File: src/rtl/ccu_pkg.sv
package ccu_pkg;
  localparam int DATA_W = 16;
  localparam int BYTE_W = 8;
  localparam int CC_W   = 4;

  typedef enum logic [2:0] {
    OPC_ADD   = 3'd0,
    OPC_SUB   = 3'd1,
    OPC_CMP   = 3'd2,
    OPC_LOGIC = 3'd3,
    OPC_SHL   = 3'd4,
    OPC_SHR   = 3'd5,
    OPC_BTST  = 3'd6,
    OPC_RSVD  = 3'd7
  } op_class_e;

  typedef struct packed {
    logic z;
    logic n;
    logic c;
    logic v;
  } flags_t;
endpackage

File: src/rtl/ccu_flag_calc.sv
module ccu_flag_calc
  import ccu_pkg::*;
#(
  parameter int DW  = DATA_W,
  parameter int BW  = BYTE_W,
  localparam int IW = $clog2(DW)
) (
  input  op_class_e       op,
  input  logic            word_sz,
  input  logic [DW-1:0]   lhs,
  input  logic [DW-1:0]   rhs,
  input  logic [DW-1:0]   result,
  input  logic [IW-1:0]   bit_sel,
  input  flags_t          cur,
  output flags_t          nxt
);
  localparam int BIW = $clog2(BW);

  logic [DW-1:0] size_mask;
  logic [DW-1:0] lm, rm, resm;
  logic          sgn_l, sgn_r, sgn_res;
  logic          res_zero;
  logic [DW:0]   sum_w;
  logic          add_carry, add_ovf, sub_borrow, sub_ovf;
  logic [IW-1:0] bit_idx;

  assign size_mask = word_sz ? {DW{1'b1}} : {{(DW-BW){1'b0}}, {BW{1'b1}}};
  assign lm   = lhs & size_mask;
  assign rm   = rhs & size_mask;
  assign resm = result & size_mask;

  assign sgn_l   = word_sz ? lhs[DW-1]    : lhs[BW-1];
  assign sgn_r   = word_sz ? rhs[DW-1]    : rhs[BW-1];
  assign sgn_res = word_sz ? result[DW-1] : result[BW-1];
  assign res_zero = (resm == '0);

  // carry out of the selected width
  assign sum_w     = {1'b0, lm} + {1'b0, rm};
  assign add_carry = word_sz ? sum_w[DW] : sum_w[BW];
  assign add_ovf   = (sgn_l == sgn_r) && (sgn_res != sgn_l);
  // unsigned borrow and signed overflow
  assign sub_borrow = (lm < rm);
  assign sub_ovf    = (sgn_l != sgn_r) && (sgn_res != sgn_l);

  // index masked to the operand width
  assign bit_idx = word_sz ? bit_sel : {{(IW-BIW){1'b0}}, bit_sel[BIW-1:0]};

  always_comb begin
    nxt = cur;
    unique case (op)
      OPC_ADD: begin
        nxt.z = res_zero;
        nxt.n = sgn_res;
        nxt.c = add_carry;
        nxt.v = add_ovf;
      end
      OPC_SUB, OPC_CMP: begin
        nxt.z = res_zero;
        nxt.n = sgn_res;
        nxt.c = sub_borrow;
        nxt.v = sub_ovf;
      end
      OPC_LOGIC: begin
        nxt.z = res_zero;
        nxt.n = sgn_res;
        nxt.v = 1'b0;
      end
      OPC_SHL: begin
        nxt.z = res_zero;
        nxt.n = sgn_res;
        nxt.c = sgn_l;
        nxt.v = 1'b0;
      end
      OPC_SHR: begin
        nxt.z = res_zero;
        nxt.n = sgn_res;
        nxt.c = lhs[0];
        nxt.v = 1'b0;
      end
      OPC_BTST: begin
        nxt.z = ~lhs[bit_idx];
      end
      default: nxt = cur;
    endcase
  end
endmodule

File: src/rtl/ccu_cond_eval.sv
module ccu_cond_eval
  import ccu_pkg::*;
#(
  parameter int CW  = CC_W,
  localparam int NC = 1 << CW
) (
  input  flags_t        flg,
  input  logic [CW-1:0] cond_code,
  output logic          taken
);
  logic [NC-1:0] cond_vec;
  logic          nv_eq;

  assign nv_eq = (flg.n == flg.v);

  // even codes are the complement of the following odd code pairs
  always_comb begin
    cond_vec     = '0;
    cond_vec[0]  = 1'b1;
    cond_vec[1]  = 1'b0;
    cond_vec[2]  = ~flg.c & ~flg.z;
    cond_vec[3]  = flg.c | flg.z;
    cond_vec[4]  = ~flg.c;
    cond_vec[5]  = flg.c;
    cond_vec[6]  = ~flg.z;
    cond_vec[7]  = flg.z;
    cond_vec[8]  = ~flg.v;
    cond_vec[9]  = flg.v;
    cond_vec[10] = ~flg.n;
    cond_vec[11] = flg.n;
    cond_vec[12] = nv_eq;
    cond_vec[13] = ~nv_eq;
    cond_vec[14] = ~flg.z & nv_eq;
    cond_vec[15] = flg.z | ~nv_eq;
  end

  assign taken = cond_vec[cond_code];
endmodule

File: src/rtl/ccu_target_gen.sv
module ccu_target_gen
  import ccu_pkg::*;
#(
  parameter int AW        = DATA_W,
  parameter int SDW       = BYTE_W,
  parameter int SHORT_LEN = 2,
  parameter int LONG_LEN  = 3
) (
  input  logic [AW-1:0] pc,
  input  logic [AW-1:0] disp,
  input  logic          long_br,
  output logic [AW-1:0] target
);
  logic [AW-1:0] ofs;
  logic [AW-1:0] ilen;


  assign ofs    = long_br ? disp : {{(AW-SDW){disp[SDW-1]}}, disp[SDW-1:0]};
  assign ilen   = long_br ? AW'(LONG_LEN) : AW'(SHORT_LEN);
  assign target = pc + ilen + ofs;
endmodule

File: src/rtl/cond_flag_unit.sv
module cond_flag_unit
  import ccu_pkg::*;
#(
  parameter int DW = DATA_W,
  parameter int CW = CC_W,
  localparam int IW = $clog2(DW)
) (
  input  logic          clk,
  input  logic          rst_n,
  input  logic          upd_en,
  input  logic [2:0]    op_class,
  input  logic          word_sz,
  input  logic [DW-1:0] lhs,
  input  logic [DW-1:0] rhs,
  input  logic [DW-1:0] result,
  input  logic [IW-1:0] bit_sel,
  input  logic [CW-1:0] cond_code,
  input  logic [DW-1:0] pc,
  input  logic [DW-1:0] disp,
  input  logic          long_br,
  output logic          flag_z,
  output logic          flag_n,
  output logic          flag_c,
  output logic          flag_v,
  output logic          taken,
  output logic [DW-1:0] target
);
  flags_t flags_q, flags_calc, flags_d;

  ccu_flag_calc #(.DW(DW), .BW(BYTE_W)) u_calc (
    .op      (op_class_e'(op_class)),
    .word_sz (word_sz),
    .lhs     (lhs),
    .rhs     (rhs),
    .result  (result),
    .bit_sel (bit_sel),
    .cur     (flags_q),
    .nxt     (flags_calc)
  );

  // written-out clock enable
  always_comb begin
    flags_d = flags_q;
    if (upd_en) flags_d = flags_calc;
  end

  // asynchronous clear
  always_ff @(posedge clk or negedge rst_n) begin
    if (!rst_n) flags_q <= '0;
    else        flags_q <= flags_d;
  end

  ccu_cond_eval #(.CW(CW)) u_cond (
    .flg       (flags_q),
    .cond_code (cond_code),
    .taken     (taken)
  );

  ccu_target_gen #(.AW(DW), .SDW(BYTE_W)) u_tgt (
    .pc      (pc),
    .disp    (disp),
    .long_br (long_br),
    .target  (target)
  );

  assign flag_z = flags_q.z;
  assign flag_n = flags_q.n;
  assign flag_c = flags_q.c;
  assign flag_v = flags_q.v;

  AST_HOLD_WHEN_IDLE: assert property (@(posedge clk) disable iff (!rst_n)
    !upd_en |=> $stable(flags_q));
  AST_LOGIC_CLEARS_V: assert property (@(posedge clk) disable iff (!rst_n)
    (upd_en && op_class == 3'd3) |=> (!flag_v && $stable(flag_c)));
  AST_BTST_KEEPS_NCV: assert property (@(posedge clk) disable iff (!rst_n)
    (upd_en && op_class == 3'd6) |=> ($stable(flag_n) && $stable(flag_c) && $stable(flag_v)));
  AST_SHL_CARRY: assert property (@(posedge clk) disable iff (!rst_n)
    (upd_en && op_class == 3'd4 && word_sz) |=> (flag_c == $past(lhs[DW-1])));
  AST_NEVER_TAKEN: assert property (@(posedge clk) disable iff (!rst_n)
    (cond_code == CW'(1)) |-> !taken);
  AST_NV_PAIR: assert property (@(posedge clk) disable iff (!rst_n)
    (cond_code == CW'(12)) |-> (taken == (flag_n == flag_v)));
endmodule

File: config.mk
export PLATFORM = sky130hd
export DESIGN_NAME = cond_flag_unit
export DESIGN_NICKNAME = d
export VERILOG_FILES = /design/src/rtl/ccu_pkg.sv /design/src/rtl/ccu_flag_calc.sv /design/src/rtl/ccu_cond_eval.sv /design/src/rtl/ccu_target_gen.sv /design/src/rtl/cond_flag_unit.sv
export SDC_FILE = /design/constraint.sdc
export NUM_CORES = 1
export LEC_CHECK = 0
export ABC_CLOCK_PERIOD_IN_PS = 4650
export BUFFER_PORTS_ARGS = -buffer_cell sky130_fd_sc_hd__buf_4
export CAP_MARGIN = 20
export CORE_MARGIN = 2
export CORE_UTILIZATION = 47
export DETAILED_ROUTE_END_ITERATION = 8
export HOLD_SLACK_MARGIN = 0.12
export PLACE_DENSITY_LB_ADDON = 0.15
export SLEW_MARGIN = 20
export SYNTH_ARGS = -nofsm -noshare
export SYNTH_HDL_FRONTEND = slang
export SYNTH_SLANG_ARGS = --single-unit
export TNS_END_PERCENT = 1
File: constraint.sdc
create_clock -name clk -period 4.65 [get_ports clk]
set_input_delay 0.93 -clock clk [delete_from_list [all_inputs] [get_ports clk]]
set_output_delay 0.93 -clock clk [all_outputs]
set_load 0.05 [all_outputs]
### After elaboration in Yosys (flattened, before gate mapping)

Cells that the tools add are included.

* output and inout port bits: 21
* input port bits: 96
* bits in registers: 4

* reduce and logical (&&, ||, !) cells: 14
* $lt $le $gt $ge: 3
* $add $sub $neg: 3
* bitwise logic cells: 13
* equal/unequal tests: 10
* mux-type cells: 15

Operators by type and width (count)
* $and A16 B16 Y16: 3
* $add A16 B16 Y16: 2
* $mux W16: 2
* $add A16 B16 Y17: 1
* $logic_not A16 Y1: 1
* $lt A16 B16 Y1: 1
* $lt A4 B5 Y1 const B: 2
* $eq A3 B3 Y1 const B: 3
* $bmux W1 S4: 2
* $reduce_and A2 Y1: 4
* $mux W1: 7
* $eq A3 B2 Y1 const B: 2
* $not A1 Y1: 6
* $reduce_or A6 Y1: 1
* $mux W4: 1
* $pmux W1 S4: 1
* $reduce_bool A4 Y1: 1
* $eq A3 B1 Y1 const B: 1
* $logic_not A3 Y1: 1
* $pmux W1 S3: 1
* $reduce_bool A3 Y1: 1
* $reduce_or A3 Y1: 1
* $and A1 B1 Y1: 2
* $eq A1 B1 Y1: 2
* other kinds (6): 9

### Depth between registers and ports, before layout

* depth after elaboration: 5
* gate-level depth with buffers: 13
* depth with buffers taken out: 12

### Modules after synthesis

From an unflattened synthesis, not the netlist that was laid out.

* cell total of the unflattened synthesis: 314
* area total of the unflattened synthesis: 2451.1 µm²

Modules (own cells, without submodules)
* ccu_flag_calc: times used 1, area each 1191.1 µm², seq. area each 0.0 µm², cells an instance 157
* ccu_target_gen: times used 1, area each 1036.0 µm², seq. area each 0.0 µm², cells an instance 139
* cond_flag_unit: times used 1, area each 145.1 µm², seq. area each 100.1 µm², cells an instance 8
* ccu_cond_eval: times used 1, area each 78.8 µm², seq. area each 0.0 µm², cells an instance 10

### Worst setup path after synthesis

OpenSTA, ideal clock, no wires.

* path type: input to output
* start point: input long_br
* end point: output target[14]
* path slack: -0.200 ns
* required time: 3.720 ns
* stages: 10
* arrival: 3.920 ns
* buffers on the path: 1
* cells stage by stage: clkbuf_1 inv_1 nand2_1 nand2_1 ha_1 ha_1 nand3_1 a211oi_1 o41ai_2 o311ai_1

* word-level cells in the longest chain between the ends: 3

Ends and longest elaborated chain
* start, declared: RTL line cond_flag_unit.sv:20 `input logic long_br,`
* $mux W1: RTL line ccu_target_gen.sv:19 `assign ilen = long_br ? AW'(LONG_LEN) : AW'(SHORT_LEN);`
* $add A16 B16 Y16: RTL line ccu_target_gen.sv:20 `assign target = pc + ilen + ofs;`
* $add A16 B16 Y16 *: RTL line ccu_target_gen.sv:20
* end, declared: RTL line cond_flag_unit.sv:26 `output logic [DW-1:0] target`

Mark *: on every way between the ends. The rest lies on a longest branch, timed or not.

### Final worst setup path

* start point: input long_br
* end point: output target[15]

Same word-level chain as after synthesis.

==> summary.md <==
| Metric | Value |
|---|---|
| Result of the run | `finished clean` |
| Slew margin rel. | `59.98%` |
| Count of max-cap constraint violations | `0` |
| Worst setup SP type | `input pin` |
| Antenna viol nets, final | `0` |
| Synthesized-area fraction occupied by ao, oa, aoi and oai cells | `20.03%` |
| Core region area | `0.004723 sq mm` |
| Leakage power figure | `1.762 nW` |
| Skew-Pair Late Insertion Delay | `0.22 ns` |
| TritonCTS clock tree | `done` |
| Clock Skews | `0 ns` |
| Post-synth EDFFs | `0` |
| Total power | `0.7052 mW` |
| Number of cells in the design after placement | `482` |
| Highest Clock Rate | `223.8 MHz` |
| RSZ-0062 raised after global routing | `false` |
| First DRT Iteration DRCs | `118` |
| CTS root buf | `sky130_fd_sc_hd__clkbuf_8` |
| Share of synthesized cell area in full adder, half adder and majority cells | `32.14%` |
| Pre-CTS WS | `0.1041 ns` |
| H-tree depth | `1` |
| Synth top area share | `30.40%` |
| Clock input transition at the sequential cells of the worst setup and hold paths | `0.03 ns` |
| Synth Instances | `303` |
| Antenna Cells | `0` |
| Vias after detailed routing | `2581` |
| Largest area contributor in the netlist | `sky130_fd_sc_hd__ha_1` |
| Flip-flop cell with the highest count after synthesis | `sky130_fd_sc_hd__dfrtp_1` |
| Main combinational cell family by area after synthesis | `adder cells` |
| Mean number of vias per cell | `5.322` |
| Critical path data required time | `3.72 ns` |
| Proportion of synthesized area in mux cells | `7.383%` |
| Distinct cell type count after synthesis | `53` |
| Number of flip-flops and latches in the synthesized netlist | `4` |
| Final Hold Violating Endpoints | `0` |
| Total number of placement rows | `25` |
| Reg2reg setup slack | `3.87 ns` |
| Share of layout cells above drive strength 1 | `30.62%` |
| Area Growth Syn to Fin | `43.00%` |
| Via count of the first global-routing pass | `2396` |
| Sequential share of the synthesized area | `4.343%` |
| Dpl cell area | `0.003249 sq mm` |
| Number of max-slew violations in the final report | `0` |
| Data arrival, critical path | `3.54 ns` |
| Critical setup path kind | `input pin to primary output` |
| Final Setup Violations | `0` |
| Critical Path Fanout Max | `9` |
| Final non-filler cell area | `0.003296 sq mm` |
| Post-layout worst setup margin | `0.1824 ns` |
| Net count reported at finish | `574` |
| Average instance area after synthesis | `7.606 sq um` |
| Critical path startpoint | `long_br` |
| Power density of the placed cells | `214.0 mW/mm^2` |
| Source of the worst register-to-register timing path | `flag_c` |
| Number of buffers added by the clock tree synthesis step | `3` |
| Final routed DRC violation total | `0` |
| Worst IR Drop VDD | `237.2 uV` |
| Total GRT Usage | `22.33%` |
| I/O Buffers | `116` |
| Horizontal extent of the die | `74.03 um` |
| Largest net degree at the start of global routing | `22` |
| Basic-gate share of the synthesized area counting and, or, nand and nor cells | `22.26%` |
| Transition at the pin with the smallest max-transition slack | `0.5925 ns` |
| Half-perimeter wire length after detailed placement | `5.428 mm` |
| Final-layout fill cell count | `429` |
| Number of buffers on the longest clock path | `2` |
| Dominant cells by area after synthesis | `sky130_fd_sc_hd__ha_1 (30%), sky130_fd_sc_hd__nand2_1 (6.2%), sky130_fd_sc_hd__inv_1 (5.9%)` |
| Tcrit/Tclk final | `96.08%` |
| Post-detailed-routing wire length | `6.114 mm` |
| Drt wl/cell | `12.61 um` |
| Overflow left after global routing | `0` |
| Initial cell density of the core | `48.79%` |
| Combined area of all synthesized cells | `0.002305 sq mm` |
| Final cell count without fillers | `485` |
| Wire length of the first global-routing pass | `9.922 mm` |
| Total Negative Setup Slacks | `0 ns` |
| DRT Pass-1 Iters | `4` |
| Crit end category | `primary output` |
| Placer congestion estimate | `0.9714` |
| Post-Syn Nets | `457` |
| Number of warnings issued by yosys | `0` |
| Terminus of the critical flop-to-flop path | `flag_c` |
| Initial antenna violation count | `0` |
| Clock sink total | `4` |
| Number of top-level pins | `117` |
| Floorplan die height | `74.03 um` |
| Number of cells traversed by the worst register-to-register path | `2` |
| Path category of the worst min-delay check | `input pin to async pin` |
| Xor/xnor share of the synthesized area | `7.220%` |
| Share of synthesized flip-flops with an asynchronous set or reset | `100.0%` |
| Min Clock Period, post-route | `4.468 ns` |
| Die area | `0.005480 sq mm` |
synthesized netlist by cell type, drive strengths merged, types with 3 or more instances:
cell / count
ha: 56
nand2: 38
inv: 36
a21oi: 23
nor2: 18
o21ai: 14
xnor2: 14
and2: 9
nand3: 7
nor3: 7
nor4: 6
mux4: 5
nand2b: 5
nor2b: 5
xor2: 5
a211oi: 4
dfrtp: 4
a221oi: 3
a311oi: 3
o31ai: 3
or3: 3
where the power goes:
group	internal (mW)	switching [mW]	total [mW]
clock network	0.0553	0.0190	0.0742
logic	0.232	0.354	0.587
registers	0.0393	0.00505	0.0444
layer usage:
layer	up-vias	global-route usage, %	wire [um]
li1	1314	-	-
met1	1167	28.40	2554
met2	94	41.37	3029
met3	4	2.439	492
met4	2	3.232	27
met5	-	0	10
sequential cells by signal, summed over array words and instances, names as in the netlist:
name,cells
flag_c,1
flag_n,1
flag_v,1
flag_z,1
worst max-delay path, stage by stage:
cell and delay (ns):
sky130_fd_sc_hd__buf_4 0.12, sky130_fd_sc_hd__inv_1 0.07, sky130_fd_sc_hd__fa_1 0.41, sky130_fd_sc_hd__inv_1 0.08, sky130_fd_sc_hd__ha_1 0.16, sky130_fd_sc_hd__inv_1 0.05, sky130_fd_sc_hd__fa_1 0.41, sky130_fd_sc_hd__nand2b_1 0.18
sky130_fd_sc_hd__a211oi_2 0.25, sky130_fd_sc_hd__nor3_1 0.11, sky130_fd_sc_hd__o31ai_1 0.27, sky130_fd_sc_hd__a21oi_1 0.13, sky130_fd_sc_hd__xnor2_1 0.15, sky130_fd_sc_hd__buf_4 0.22
cell usage in the layout, fill, tap and decap left out, drive strengths merged, types with 4 or more instances in the layout:
| cell | count |
|---|---|
| buf | 116 |
| ha | 56 |
| nand2 | 38 |
| inv | 36 |
| a21oi | 23 |
| nor2 | 18 |
| xnor2 | 14 |
| o21ai | 14 |
| and2 | 9 |
| nand3 | 7 |
| nor3 | 7 |
| nor4 | 6 |
| nand2b | 5 |
| nor2b | 5 |
| xor2 | 5 |
| mux4 | 5 |
| dfrtp | 4 |
| a211oi | 4 |
worst max-delay path by stage:
stage | cells past startpoint | endpoint
2_1_floorplan | 13 | target[15]
3_3_place_gp | 14 | target[15]
3_5_place_dp | 14 | target[15]
4_1_cts | 14 | target[15]
5_1_grt | 14 | target[15]
6_report | 14 | target[15]
area by class of cell:
class / instances / area, sq um / area share, %
Inverter: 36 / 135.1 / 4.100
Timing Repair Buffer: 116 / 870.8 / 26.42
Multi-Input combinational cell: 259 / 2064 / 62.64
Clock buffer: 3 / 41.29 / 1.253
Sequential cell: 4 / 100.1 / 3.037
Tap cell: 67 / 83.83 / 2.544
kinds of logic after synthesis:
| group | count (synthesis) |
|---|---|
| and+or+nand+nor | 105 |
| AOI/OAI and AO/OA | 68 |
| adders and majority gates | 58 |
| buffers and inverters | 40 |
| xor gates and xnor gates | 19 |
| muxes | 9 |
| DFF | 4 |
through the flow:
| step | utilization (%) | hold slack, ns |
|---|---|---|
| 2_1_floorplan | - | 0.6344 |
| 3_3_place_gp | 68.79 | 0.5389 |
| 3_5_place_dp | 68.79 | 0.5535 |
| 4_1_cts | 69.67 | 0.5006 |
| 5_1_grt | 69.77 | 0.5075 |
| 6_report | 69.77 | 0.4994 |
timing repair:
item,4_1_cts,5_1_grt
hold buffers,0,0
buffers inserted,0,0
resized for setup,0,1
setup endpoints to repair,0,1
hold endpoints to repair,0,0
(Power assumes the default switching activity.)
